$ cat src/rtl/vote_frame_pkg.sv
package vote_frame_pkg;
  localparam int BYTE_W      = 8;
  localparam int ID_BYTES    = 3;
  localparam int ID_W        = BYTE_W * ID_BYTES;
  localparam int FRAME_BYTES = ID_BYTES + 2;          // button, id bytes, checksum
  localparam int SYM_PER_BYTE = BYTE_W + 2;           // start, data, stop
  localparam int FRAME_SYMS  = FRAME_BYTES * SYM_PER_BYTE;

  typedef logic [BYTE_W-1:0] byte_t;

  function automatic byte_t frame_sum(input byte_t btn, input logic [ID_W-1:0] id);
    byte_t acc;
    acc = btn;
    for (int i = 0; i < ID_BYTES; i++) acc = acc + id[i*BYTE_W +: BYTE_W];
    return acc;
  endfunction
endpackage

$ cat src/rtl/vft_bit_timer.sv
module vft_bit_timer #(
  parameter int BIT_CYCLES = 13021
) (
  input  logic clk,
  input  logic rst_n,
  input  logic run,
  output logic tick
);
  localparam int CNT_W = (BIT_CYCLES > 2) ? $clog2(BIT_CYCLES) : 1;
  localparam logic [CNT_W-1:0] LAST = CNT_W'(BIT_CYCLES - 1);

  logic [CNT_W-1:0] cnt_q;

  assign tick = run && (cnt_q == LAST);

  always_ff @(posedge clk or negedge rst_n) begin
    if (!rst_n)        cnt_q <= '0;
    else if (!run)     cnt_q <= '0;
    else if (tick)     cnt_q <= '0;
    else               cnt_q <= cnt_q + 1'b1;
  end
endmodule

$ cat src/rtl/vft_char_shifter.sv
module vft_char_shifter
  import vote_frame_pkg::*;
(
  input  logic  clk,
  input  logic  rst_n,
  input  logic  load,
  input  byte_t load_byte,
  input  logic  tick,
  output logic  txd,
  output logic  sym_done
);
  localparam int BC_W = $clog2(SYM_PER_BYTE);
  localparam logic [BC_W-1:0] LAST_SYM = BC_W'(SYM_PER_BYTE - 1);

  logic [SYM_PER_BYTE-1:0] sh_q;
  logic [BC_W-1:0]         bc_q;

  assign txd      = sh_q[0];
  assign sym_done = tick && (bc_q == LAST_SYM);

  always_ff @(posedge clk or negedge rst_n) begin
    if (!rst_n) begin
      sh_q <= '1;
      bc_q <= '0;
    end else if (load) begin
      sh_q <= {1'b1, load_byte, 1'b0};
      bc_q <= '0;
    end else if (tick && !sym_done) begin
      sh_q <= {1'b1, sh_q[SYM_PER_BYTE-1:1]};
      bc_q <= bc_q + 1'b1;
    end
  end
endmodule

$ cat src/rtl/vft_frame_seq.sv
module vft_frame_seq
  import vote_frame_pkg::*;
(
  input  logic            clk,
  input  logic            rst_n,
  input  logic            req_valid,
  output logic            req_ready,
  input  byte_t           req_button,
  input  logic [ID_W-1:0] req_id,
  input  logic            sym_done,
  output logic            load,
  output byte_t           load_byte,
  output logic            busy
);
  localparam int LEFT_W = $clog2(FRAME_BYTES + 1);

  byte_t             que_q [FRAME_BYTES];
  byte_t             fill  [FRAME_BYTES];
  logic [LEFT_W-1:0] left_q;
  logic              busy_q;
  logic              accept;
  logic              advance;

  assign req_ready = !busy_q;
  assign busy      = busy_q;
  assign accept    = req_valid && !busy_q;
  assign advance   = sym_done && (left_q > LEFT_W'(1));
  assign load      = accept || advance;
  assign load_byte = accept ? req_button : que_q[1];

  // Fill order: button, ID most significant byte first, checksum last.
  always_comb begin
    fill[0] = req_button;
    for (int i = 0; i < ID_BYTES; i++)
      fill[1+i] = req_id[(ID_BYTES-1-i)*BYTE_W +: BYTE_W];
    fill[FRAME_BYTES-1] = frame_sum(req_button, req_id);
  end

  for (genvar g = 0; g < FRAME_BYTES; g++) begin : g_que
    always_ff @(posedge clk or negedge rst_n) begin
      if (!rst_n)        que_q[g] <= '0;
      else if (accept)   que_q[g] <= fill[g];
      else if (advance)  que_q[g] <= (g + 1 < FRAME_BYTES) ? que_q[(g+1) % FRAME_BYTES] : '0;
    end
  end

  always_ff @(posedge clk or negedge rst_n) begin
    if (!rst_n) begin
      busy_q <= 1'b0;
      left_q <= '0;
    end else if (accept) begin
      busy_q <= 1'b1;
      left_q <= LEFT_W'(FRAME_BYTES);
    end else if (sym_done) begin
      left_q <= left_q - 1'b1;
      if (left_q == LEFT_W'(1)) busy_q <= 1'b0;
    end
  end
endmodule

$ cat src/rtl/vote_frame_tx.sv
module vote_frame_tx
  import vote_frame_pkg::*;
#(
  parameter int BIT_CYCLES = 13021
) (
  input  logic            clk,
  input  logic            rst_n,
  input  logic            req_valid,
  output logic            req_ready,
  input  logic [7:0]      req_button,
  input  logic [23:0]     req_id,
  output logic            txd,
  output logic            busy
);
  logic  tick, sym_done, load;
  byte_t load_byte;

  vft_frame_seq u_seq (
    .clk        (clk),
    .rst_n      (rst_n),
    .req_valid  (req_valid),
    .req_ready  (req_ready),
    .req_button (req_button),
    .req_id     (req_id),
    .sym_done   (sym_done),
    .load       (load),
    .load_byte  (load_byte),
    .busy       (busy)
  );

  vft_bit_timer #(.BIT_CYCLES(BIT_CYCLES)) u_timer (
    .clk   (clk),
    .rst_n (rst_n),
    .run   (busy),
    .tick  (tick)
  );

  vft_char_shifter u_shift (
    .clk       (clk),
    .rst_n     (rst_n),
    .load      (load),
    .load_byte (load_byte),
    .tick      (tick),
    .txd       (txd),
    .sym_done  (sym_done)
  );
endmodule

$ cat config.mk
export PLATFORM = sky130hd
export DESIGN_NAME = vote_frame_tx
export DESIGN_NICKNAME = d
export VERILOG_FILES = /design/src/rtl/vote_frame_pkg.sv /design/src/rtl/vft_bit_timer.sv /design/src/rtl/vft_char_shifter.sv /design/src/rtl/vft_frame_seq.sv /design/src/rtl/vote_frame_tx.sv
export SDC_FILE = /design/constraint.sdc
export NUM_CORES = 1
export LEC_CHECK = 0
export ABC_AREA = 1
export BUFFER_PORTS_ARGS = -buffer_cell sky130_fd_sc_hd__buf_2
export CORE_MARGIN = 5
export CORE_UTILIZATION = 60
export DETAILED_ROUTE_END_ITERATION = 8
export PLACE_DENSITY = 0.91
export REMOVE_ABC_BUFFERS = 1
export SETUP_SLACK_MARGIN = 0.05
export SYNTH_ARGS = -nofsm -noshare
export SYNTH_HDL_FRONTEND = slang
export SYNTH_SLANG_ARGS = --single-unit
$ cat constraint.sdc
create_clock -name clk -period 2.31 [get_ports clk]
set_clock_uncertainty 0.1 [all_clocks]
set_input_delay 0.5775 -clock clk [delete_from_list [all_inputs] [get_ports clk]]
set_output_delay 0.5775 -clock clk [all_outputs]
set_load 0.01 [all_outputs]
== Yosys cells after proc, flatten, opt, wreduce, memory -nomap -nowiden ==
Cells that the tools add are included.
Operators by class
  add/subtract/negate cells: 6
  $lt $le $gt $ge: 1
  eq/ne operators: 3
  mux-type cells: 20
  reductions and logical operators: 13
Operators by type and width (number)
  $mux W8: 9
  $mux W14: 2
  $add A8 B8 Y8: 3
  $mux W10: 2
  $add A14 B1 Y14 const B: 1
  $eq A14 B14 Y1 const B: 1
  $mux W4: 2
  $reduce_bool A2 Y1: 4
  $mux W3: 2
  $logic_and A1 B1 Y1: 5
  $add A4 B1 Y4 const B: 1
  $eq A4 B4 Y1 const B: 1
  $eq A3 B1 Y1 const B: 1
  $gt A3 B1 Y1 const B: 1
  $mux W1: 3
  $sub A3 B1 Y3 const B: 1
  $logic_not A1 Y1: 2
  $reduce_and A2 Y1: 1
  $logic_or A1 B1 Y1: 1
Word-level totals
  flip-flop bits (word level): 64
  input bits: 35
  output and inout bits: 3
  word-level logic and storage cells: 52

== Logic depth before layout (Yosys ltp) ==
Gate-level depths: netlist of the first run.
  word-level depth: 7
  depth in mapped cells: 13
  mapped depth without buffers: 13

== By module ==
From an unflattened synthesis of the first run, not the netlist that was laid out.
Second synthesis, totals
  cell total of the unflattened synthesis: 536
  area, all modules: 4085.2 µm²
By module, submodules not included
  vft_frame_seq: instances 1, cells each 324, area each 2489.9 µm², seq. area each 900.9 µm²
  vft_bit_timer: instances 1, cells each 117, area each 833.3 µm², seq. area each 350.3 µm²
  vft_char_shifter: instances 1, cells each 95, area each 762.0 µm², seq. area each 336.6 µm²

== Worst setup path after synthesis of the first run ==
Ideal clock, no wire load.
  kind: input-to-reg
  start: input req_button[1]
  end: register u_seq.que_q[7] (netlist bit)
  setup time: 0.118 ns
  data arrival time: 2.699 ns
  data required time: 2.092 ns
  slack: -0.607 ns
  cell stages on the path: 13
  buffers on the path: 0
  cells stage by stage: inv_1 -> fa_1 -> fa_1 -> inv_1 -> ha_1 -> inv_1 -> fa_1 -> nor3_1 -> nor2_1 -> inv_1 -> nand2_1 -> nand3_1 -> nand2_1
On the way
  longest elaborated chain between the ends: 4
RTL lines
  start: declaration: RTL line vote_frame_tx.sv:10  | input logic [7:0] req_button,
  $add A8 B8 Y8 (3 in a row): RTL line vote_frame_pkg.sv:14  | for (int i = 0; i < ID_BYTES; i++) acc = acc + id[i*BYTE_W +: BYTE_W];
  $mux W8: RTL line vft_frame_seq.sv:42  | else if (accept) que_q[g] <= fill[g];
  end signal: indexed assignment: RTL line vft_frame_seq.sv:42
  end signal: indexed assignment: RTL line vft_frame_seq.sv:43  | else if (advance) que_q[g] <= (g + 1 < FRAME_BYTES) ? que_q[(g+1) % FRAME_BYTES] : '0;
  end: declaration: RTL line vft_frame_seq.sv:17  | byte_t que_q [FRAME_BYTES];
No other way between the ends.
A chain may end at the register's enable or synchronous reset.

== Worst setup path after layout of the first run ==
  start: input req_id[9]
  end: register u_seq.que_q[7] (netlist bit)
On the way
  longest elaborated chain between the ends: 3
RTL lines
  start: declaration: RTL line vote_frame_tx.sv:11  | input logic [23:0] req_id,
  $add A8 B8 Y8 (2 in a row): RTL line vote_frame_pkg.sv:14
  $mux W8: RTL line vft_frame_seq.sv:42
No other way between the ends.

==> results by group, run 1 <==
Status
  – Outcome: finished with violations
  – Failing checks: negative setup slack

Clocking
  – Root buffer cell: clkbuf_8
  – CTS tree: built
  – Longest Clk Path Bufs: 2
  – CTS Hold Buffers Added: 0
  – Clock transition at path regs: 0.07 ns
  – Clock buffer count from CTS: 9
  – Skew-Pair Late Insertion Delay: 0.35 ns
  – Num Clock Sinks: 63
  – H-Tree Level Count: 3

Worst setup path
  – CP Cell Sequence: buf_8 -> inv_4 -> fa_1 -> fa_1 -> inv_1 -> ha_2 -> inv_2 -> fa_2 -> nor3_2 -> nor2_1 -> inv_1 -> nand2_1 -> nand3_2 -> nand2_1
  – Cell class contributing the biggest share of worst-path delay: adder cells
  – FF-to-FF setup slack: 0.20 ns
  – Critical path launch point: req_id[9]
  – Crit path kind: in -> reg
  – Max stage delay cell, worst path: fa_1
  – Worst reg-to-reg path cell count: 8
  – RR Endpoint: u_shift.bc_q[2]$_DFFE_PN0P_
  – CP Buf/Inv Count: 5
  – Crit. End Element: register
  – FF-to-FF Start: u_shift.bc_q[0]$_DFFE_PN0P_
  – Data arrival, critical path: 2.99 ns
  – Crit path depth: 14
  – CP Capture Point: u_seq.que_q[7]$_DFFE_PN0N_
  – Startpoint types: primary input
  – Max incr delay on CP: 0.62 ns
  – Worst Path Required: 2.45 ns
  – Crit path max fanout: 3

Die
  – DIE AREA: 8330 µm²
  – Starting Density: 62.0%
  – Cell Rows: 29
  – Placeable Area: 6390 µm²
  – I/O pin count: 38
  – Die extent in y: 91.3 µm
  – Die extent in x: 91.3 µm

Pwr
  – Psw: 0.000858 W
  – Sw Ratio: 29.0%
  – Power per cell area: 613 nW/µm²
  – Internal: 0.00210 W
  – Sequential power share: 37.3%
  – Maximum vdd drop: 473 µV
  – Leak: 2.50 nW
  – Logic gate share of total power: 24.6%
  – Clock power frac: 38.1%

Yosys
  – Synth warnings: 0
  – Number of synthesized flops with an enable pin: 0
  – Instance count of the mapped netlist: 519
  – Mapped cell area: 3960 µm²
  – Top-count cell post-synth: nand2_1
  – Syn Area/Cell: 7.63 µm²
  – Share of the synthesized area in the top cell type: 34.1%
  – Yosys top cell by area: dfrtp_1
  – FF+latch count, synth: 63
  – Largest cells by area after synthesis: dfrtp_1 (34%), nand2_1 (15%), inv_1 (8.5%)
  – Register area share after synthesis: 40.1%
  – Synth cell types: 32
  – Async SR Flop Fraction: 100%
  – Commonest cells in the netlist: nand2_1 (159), inv_1 (90), dfrtp_1 (54), o21ai_0 (42), nor2_1 (34)
  – Predominant post-synthesis flop cell: dfrtp_1

STA
  – Slew headroom: 75.6%
  – Final Hold Viols: 0
  – Max Slew Vio Count: 0
  – Period utilization: 123%
  – Clock period minus worst slack: 2.85 ns
  – # setup viols final: 6
  – Worst-Margin Slew: 0.365 ns
  – Fin Setup TNS: -2.23 ns
  – Final WS setup: -0.538 ns
  – RSZ-0062 raised after global routing: yes
  – Max Clock Freq: 0.351 GHz

Global route
  – Initial antenna violation count: 0
  – Gr ovfl total: 0
  – Pin count of the biggest net entering global routing: 64
  – Vias in the first global route: 3,778
  – First-pass GRT wire length: 17,400 µm
  – GRT Overall Usage: 25.8%

Job
  – Maxcap violations: 0

Route
  – Routed WL: 11,300 µm
  – Final ANT Viol Nets: 0
  – Iter 0 DRT Violations: 329
  – DR WL/cell: 17.1 µm
  – Pre-antenna DRT Iters: 6
  – Vias per inst: 5.75
  – Via Count: 3,809
  – DRC: 0

Finish
  – Layout Utilization: 75.6%
  – Share of layout cells above drive strength 1: 25.0%
  – Non-Filler Instances: 662
  – Fin nets: 642
  – Area Overhead vs Synth: 21.9%
  – ANT cells: 0

Placement
  – Dpl hpwl: 6400 µm
  – Dpl cells: 640
  – Port bufs: 37
  – Final estimated routing congestion in global placement: 0.911

Min path
  – Hold crit path type: in -> async
[power groups by stage]
stage | Combinational, W | Clock, W | Sequential [W]
global route | 0.000786 | 0.00118 | 0.00110
CTS | 0.000604 | 0.00112 | 0.00110
detailed placement | 0.000446 | 0 | 0.00112
floorplan | 0.000264 | 0 | 0.00112
global placement | 0.000420 | 0 | 0.00112
finish | 0.000729 | 0.00113 | 0.00110
[cells by family after synthesis]
group	after synthesis	share of synthesized area (%)
AO/OA/AOI/OAI	64	8.53
flip-flops	63	40.1
buffers and inverters	108	11.4
AND/OR/NAND/NOR	247	26.7
adder cells (fa/ha/maj)	27	11.2
XOR/XNOR	10	2.21
[sequential cells by signal (all words and copies together) (netlist names)]
register,cells
u_seq.busy,1
u_seq.left_q,3
u_seq.que_q,32
u_shift.bc_q,4
u_shift.sh_q,9
u_timer.cnt_q,14
[per-stage QoR]
step / total power [W] / setup WS (ns) / hold WS, ns / cell area (µm²)
detailed placement: 0.00157 / -0.957 / 0.359 / 4340
global placement: 0.00154 / -0.784 / 0.353 / 4340
floorplan: 0.00139 / -0.659 / 0.182 / 3860
finish: 0.00296 / -0.538 / 0.134 / 4830
global route: 0.00307 / -0.598 / 0.161 / 4830
CTS: 0.00283 / -0.362 / 0.144 / 4730
[worst min-delay path by stage]
| stage | from | endpoint | cells past startpoint |
|---|---|---|---|
| 4_1_cts | rst_n | u_seq.que_q[26]$_DFFE_PN0N_ | 2 |
| 3_3_place_gp | u_timer.cnt_q[13]$_DFF_PN0_ | u_timer.cnt_q[13]$_DFF_PN0_ | 1 |
| 5_1_grt | rst_n | u_seq.que_q[18]$_DFFE_PN0N_ | 2 |
| 3_5_place_dp | u_seq.que_q[22]$_DFFE_PN0N_ | u_seq.que_q[22]$_DFFE_PN0N_ | 2 |
| 2_1_floorplan | rst_n | u_seq.busy$_DFFE_PN0P_ | 0 |
| 6_report | rst_n | u_seq.left_q[1]$_DFFE_PN0P_ | 2 |
[repair_timing]
item,in CTS,in global routing
resized for setup,41,20
setup buffers,4,3
pin swaps,29,20
setup endpoints to repair,6,24
hold endpoints to repair,0,0
[cells in the final DEF, fill, tap and decap left out, types with 3 or more instances in the layout]
cell type and n:
fa_1 12, dfstp_2 9, nand4_1 8, buf_6 8, nor3_1 5, nor2_1 34
ha_4 5, inv_4 4, o21ai_2 3, clkbuf_8 11, o21ai_0 38, nor2_2 3
nand3_1 24, nand2_1 156, nand2_2 6, inv_1 73, nand3_2 4, o211ai_1 5
buf_2 29, buf_4 25, xor2_1 7, inv_2 16, dfrtp_1 54, ha_1 7
a21oi_1 9
[per-layer routing]
layer	vias to the layer above	global-route usage [%]	share of wire, %	wire (µm)
li1	1722	-	-	-
met1	1789	31.2	36	4120
met4	0	12.3	6.4	727
met3	71	4.46	7.3	824
met2	227	44.5	50	5640
met5	-	0	0	0
[layout make-up]
cell class,instances,area [µm²]
Inverter,93,359
Fill cell,381,1560
Clock inverter,5,80.1
Multi-Input combinational cell,348,2080
Timing Repair Buffer,65,478
Clock buffer,11,151
Sequential cell,63,1590
Tap cell,77,96.3
[worst reg2reg max path: cells and delay by family (launching register included)]
| family | cells | cell delay (ns) |
|---|---|---|
| AOI/OAI and AO/OA | 1 | 0.18 |
| adders and majority gates | 1 | 0.23 |
| buffers and inverters | 2 | 0.44 |
| DFF | 1 | 0.45 |
| and+or+nand+nor | 4 | 0.64 |
Note: power is estimated with default switching activity, not from simulation.
==> run 2: changes to the inputs <==
clock period = 2.9 ns   (was 2.31 ns; I/O delays follow)
==> run 2 against run 1 <==
The run still ends with negative setup slack left. Core utilization decreased by 3.9 points. Die area unchanged. Final cell count down 1.7%. Flip-flop and latch count stayed put. Sequential power is 20% lower. Register-to-register slack gained 0.30 ns. Via count decreased by 7.2%. First-iteration DRC count rose by 3.6%. Global-route usage fell by 3.5 points. Total power decreased by 25%. Non-clock buffer count down 10. Critical path depth did not move.
==> results by group, run 2 (synthesis results as in run 1) <==
Status
  – Outcome: finished with violations (unchanged)
  – Failing checks: negative setup slack (unchanged)

Finish
  – Area Overhead vs Synth: 15.7% (was 21.9%)
  – Commonest cells after routing, fill and taps aside: nand2_1 (158), inv_1 (86), dfrtp_1 (54) (was nand2_1 (156), inv_1 (73), dfrtp_1 (54))
  – Top flop regs: u_seq.que_q (32), u_timer.cnt_q (14), u_shift.sh_q (9) (unchanged)
  – Commonest non-fill, non-tap cell in the layout: nand2_1 (unchanged)
  – ANT cells: 0 (unchanged)
  – Share of layout cells above drive strength 1: 18.8% (was 25.0%)
  – Layout Utilization: 71.8% (was 75.6%)
  – Max FFs per register: 32 (unchanged)
  – Fin nets: 632 (was 642)
  – Non-Filler Instances: 651 (was 662)
  – Top reg by flops: u_seq.que_q (unchanged)

Placement
  – Port bufs: 37 (unchanged)
  – Dpl hpwl: 6000 µm (was 6400 µm)
  – Dpl cells: 633 (was 640)
  – Final estimated routing congestion in global placement: 0.865 (was 0.911)
  – DP Worst Slack: -0.388 ns (was -0.957 ns)

STA
  – # setup viols final: 1 (was 6)
  – Period utilization: 100%
  – Max Slew Vio Count: 0 (unchanged)
  – Slew headroom: 52.2% (was 75.6%)
  – RSZ-0062 raised after global routing: yes (unchanged)
  – Worst-Margin Slew: 0.717 ns (was 0.365 ns)
  – Final Hold Viols: 0 (unchanged)
  – Clock period minus worst slack: 2.90 ns
  – Final WS setup: -0.00358 ns (was -0.538 ns)
  – Max Clock Freq: 0.344 GHz

Die
  – DIE AREA: 8330 µm² (unchanged)
  – Starting Density: 62.0% (unchanged)
  – Placeable Area: 6390 µm² (unchanged)
  – Cell Rows: 29 (unchanged)
  – I/O pin count: 38 (unchanged)
  – Die extent in y: 91.3 µm (unchanged)
  – Die extent in x: 91.3 µm (unchanged)

Route
  – Final ANT Viol Nets: 0 (unchanged)
  – DRC: 0 (unchanged)
  – Iter 0 DRT Violations: 341 (was 329)
  – Pre-antenna DRT Iters: 5 (was 6)
  – DR WL/cell: 14.1 µm (was 17.1 µm)
  – Vias per inst: 5.43 (was 5.75)
  – Routed WL: 9150 µm (was 11,300 µm)
  – Via Count: 3,535 (was 3,809)

Clocking
  – Clock transition at path regs: 0.07 ns (about the same)
  – Longest Clk Path Bufs: 2 (unchanged)
  – Root buffer cell: clkbuf_8 (unchanged)
  – Clock buffer count from CTS: 9 (unchanged)
  – Skew-Pair Late Insertion Delay: 0.35 ns (about the same)
  – H-Tree Level Count: 3 (unchanged)
  – CTS Hold Buffers Added: 0 (unchanged)
  – Num Clock Sinks: 63 (unchanged)
  – CTS tree: built (unchanged)

Worst setup path
  – Crit. End Element: register (unchanged)
  – Crit path kind: in -> reg (unchanged)
  – Startpoint types: primary input (unchanged)
  – Data arrival, critical path: 3.04 ns (was 2.99 ns)
  – Crit path max fanout: 3 (unchanged)
  – Worst Path Required: 3.03 ns (was 2.45 ns)

Global route
  – Grt peak-use layer: met2 (unchanged)
  – Initial antenna violation count: 0 (unchanged)
  – Gr ovfl total: 0 (unchanged)
  – Met3 usage in global routing: 6.53% (was 4.46%)
  – Pin count of the biggest net entering global routing: 43 (was 64)
  – GR Layer Usage met2: 36.8% (was 44.5%)
  – Vias in the first global route: 3,475 (was 3,778)
  – GRT Overall Usage: 22.3% (was 25.8%)
  – Met1 usage: 28.1% (was 31.2%)
  – First-pass GRT wire length: 15,200 µm (was 17,400 µm)

Pwr
  – Maximum vdd drop: 437 µV (was 473 µV)
  – Internal: 0.00162 W (was 0.00210 W)
  – Logic gate share of total power: 19.9% (was 24.6%)
  – Clock power frac: 40.4% (was 38.1%)
  – Psw: 0.000593 W (was 0.000858 W)
  – Design Power: 0.00222 W (was 0.00296 W)
  – Power per cell area: 483 nW/µm² (was 613 nW/µm²)
  – Leak: 2.44 nW (was 2.50 nW)
  – Sequential power share: 39.7% (was 37.3%)
  – Sw Ratio: 26.7% (was 29.0%)

Job
  – Maxcap violations: 0 (unchanged)

Min path
  – Hold crit path type: in -> async (unchanged)
run 2: changes by cell type in the layout (fill, tap and decap cells not counted), sizes merged:
cell / delta
clkbuf: +1
clkinvlp: -2
buf: -10
run 2: repair_timing:
action                                  in CTS  in global routing
resized for setup                            4                 12
setup buffers                                1                  2
cloned                                       0                  0
pin swaps                                    1                 10
endpoints found under the setup margin       2                  4
run 2: area by class of cell:
class                      instances  area [µm²]
clock buffer                      12         165
timing repair buffer              55         339
fill                             454        1800
tap                               77        96.3
sequential                        63        1590
inverter                          93         352
clock inverter                     3        65.1
multi-input combinational        348        1980
run 2: worst max-delay path: stages:
cell and delay, ns:
buf_6 0.07, inv_4 0.03, fa_1 0.56, fa_1 0.42, inv_1 0.07, ha_2 0.19
inv_2 0.04, fa_2 0.40, nor3_2 0.14, nor2_1 0.08, inv_1 0.09, nand2_1 0.07
nand3_1 0.08, nand2_1 0.07
run 2: per-stage QoR:
stage	instance area [µm²]	hold WS (ns)	setup TNS (ns)
3_5_place_dp	4270	0.364	-1.29
6_report	4580	0.323	-0.00358
5_1_grt	4580	0.357	-0.160
2_1_floorplan	3860	0.329	-0.429
4_1_cts	4520	0.339	0
3_3_place_gp	4270	0.350	-1.08
run 2: final timing paths:
check                                             from                          end  slack (ns)  cells past startpoint
max                                          req_id[9]   u_seq.que_q[7]$_DFFE_PN0N_      -0.004                     14
max reg2reg                 u_timer.cnt_q[0]$_DFF_PN0_  u_shift.bc_q[2]$_DFFE_PN0P_        0.50                     11
max in group asynchronous                        rst_n  u_shift.sh_q[7]$_DFFE_PN1P_        1.68                      2
min reg2reg                u_timer.cnt_q[13]$_DFF_PN0_  u_timer.cnt_q[13]$_DFF_PN0_        0.37                      1
min in group clk           u_timer.cnt_q[13]$_DFF_PN0_  u_timer.cnt_q[13]$_DFF_PN0_        0.37                      1
min                                              rst_n  u_seq.left_q[1]$_DFFE_PN0P_        0.32                      1
run 2: power by group through the flow:
stage	Combinational (W)	Clock [W]	Sequential, W
after global routing	0.000500	0.000954	0.000878
final	0.000442	0.000895	0.000879
after detailed placement	0.000350	0	0.000895
after global placement	0.000333	0	0.000895
after floorplan	0.000210	0	0.000895
after CTS	0.000367	0.000906	0.000879
run 2: routing by layer:
layer | vias to the layer above | part of all wire (%) | wire, µm
met4 | 0 | 2.5 | 228
met3 | 28 | 5.8 | 528
met1 | 1676 | 42 | 3830
met2 | 127 | 50 | 4560
li1 | 1704 | - | -
met5 | - | 0 | 0
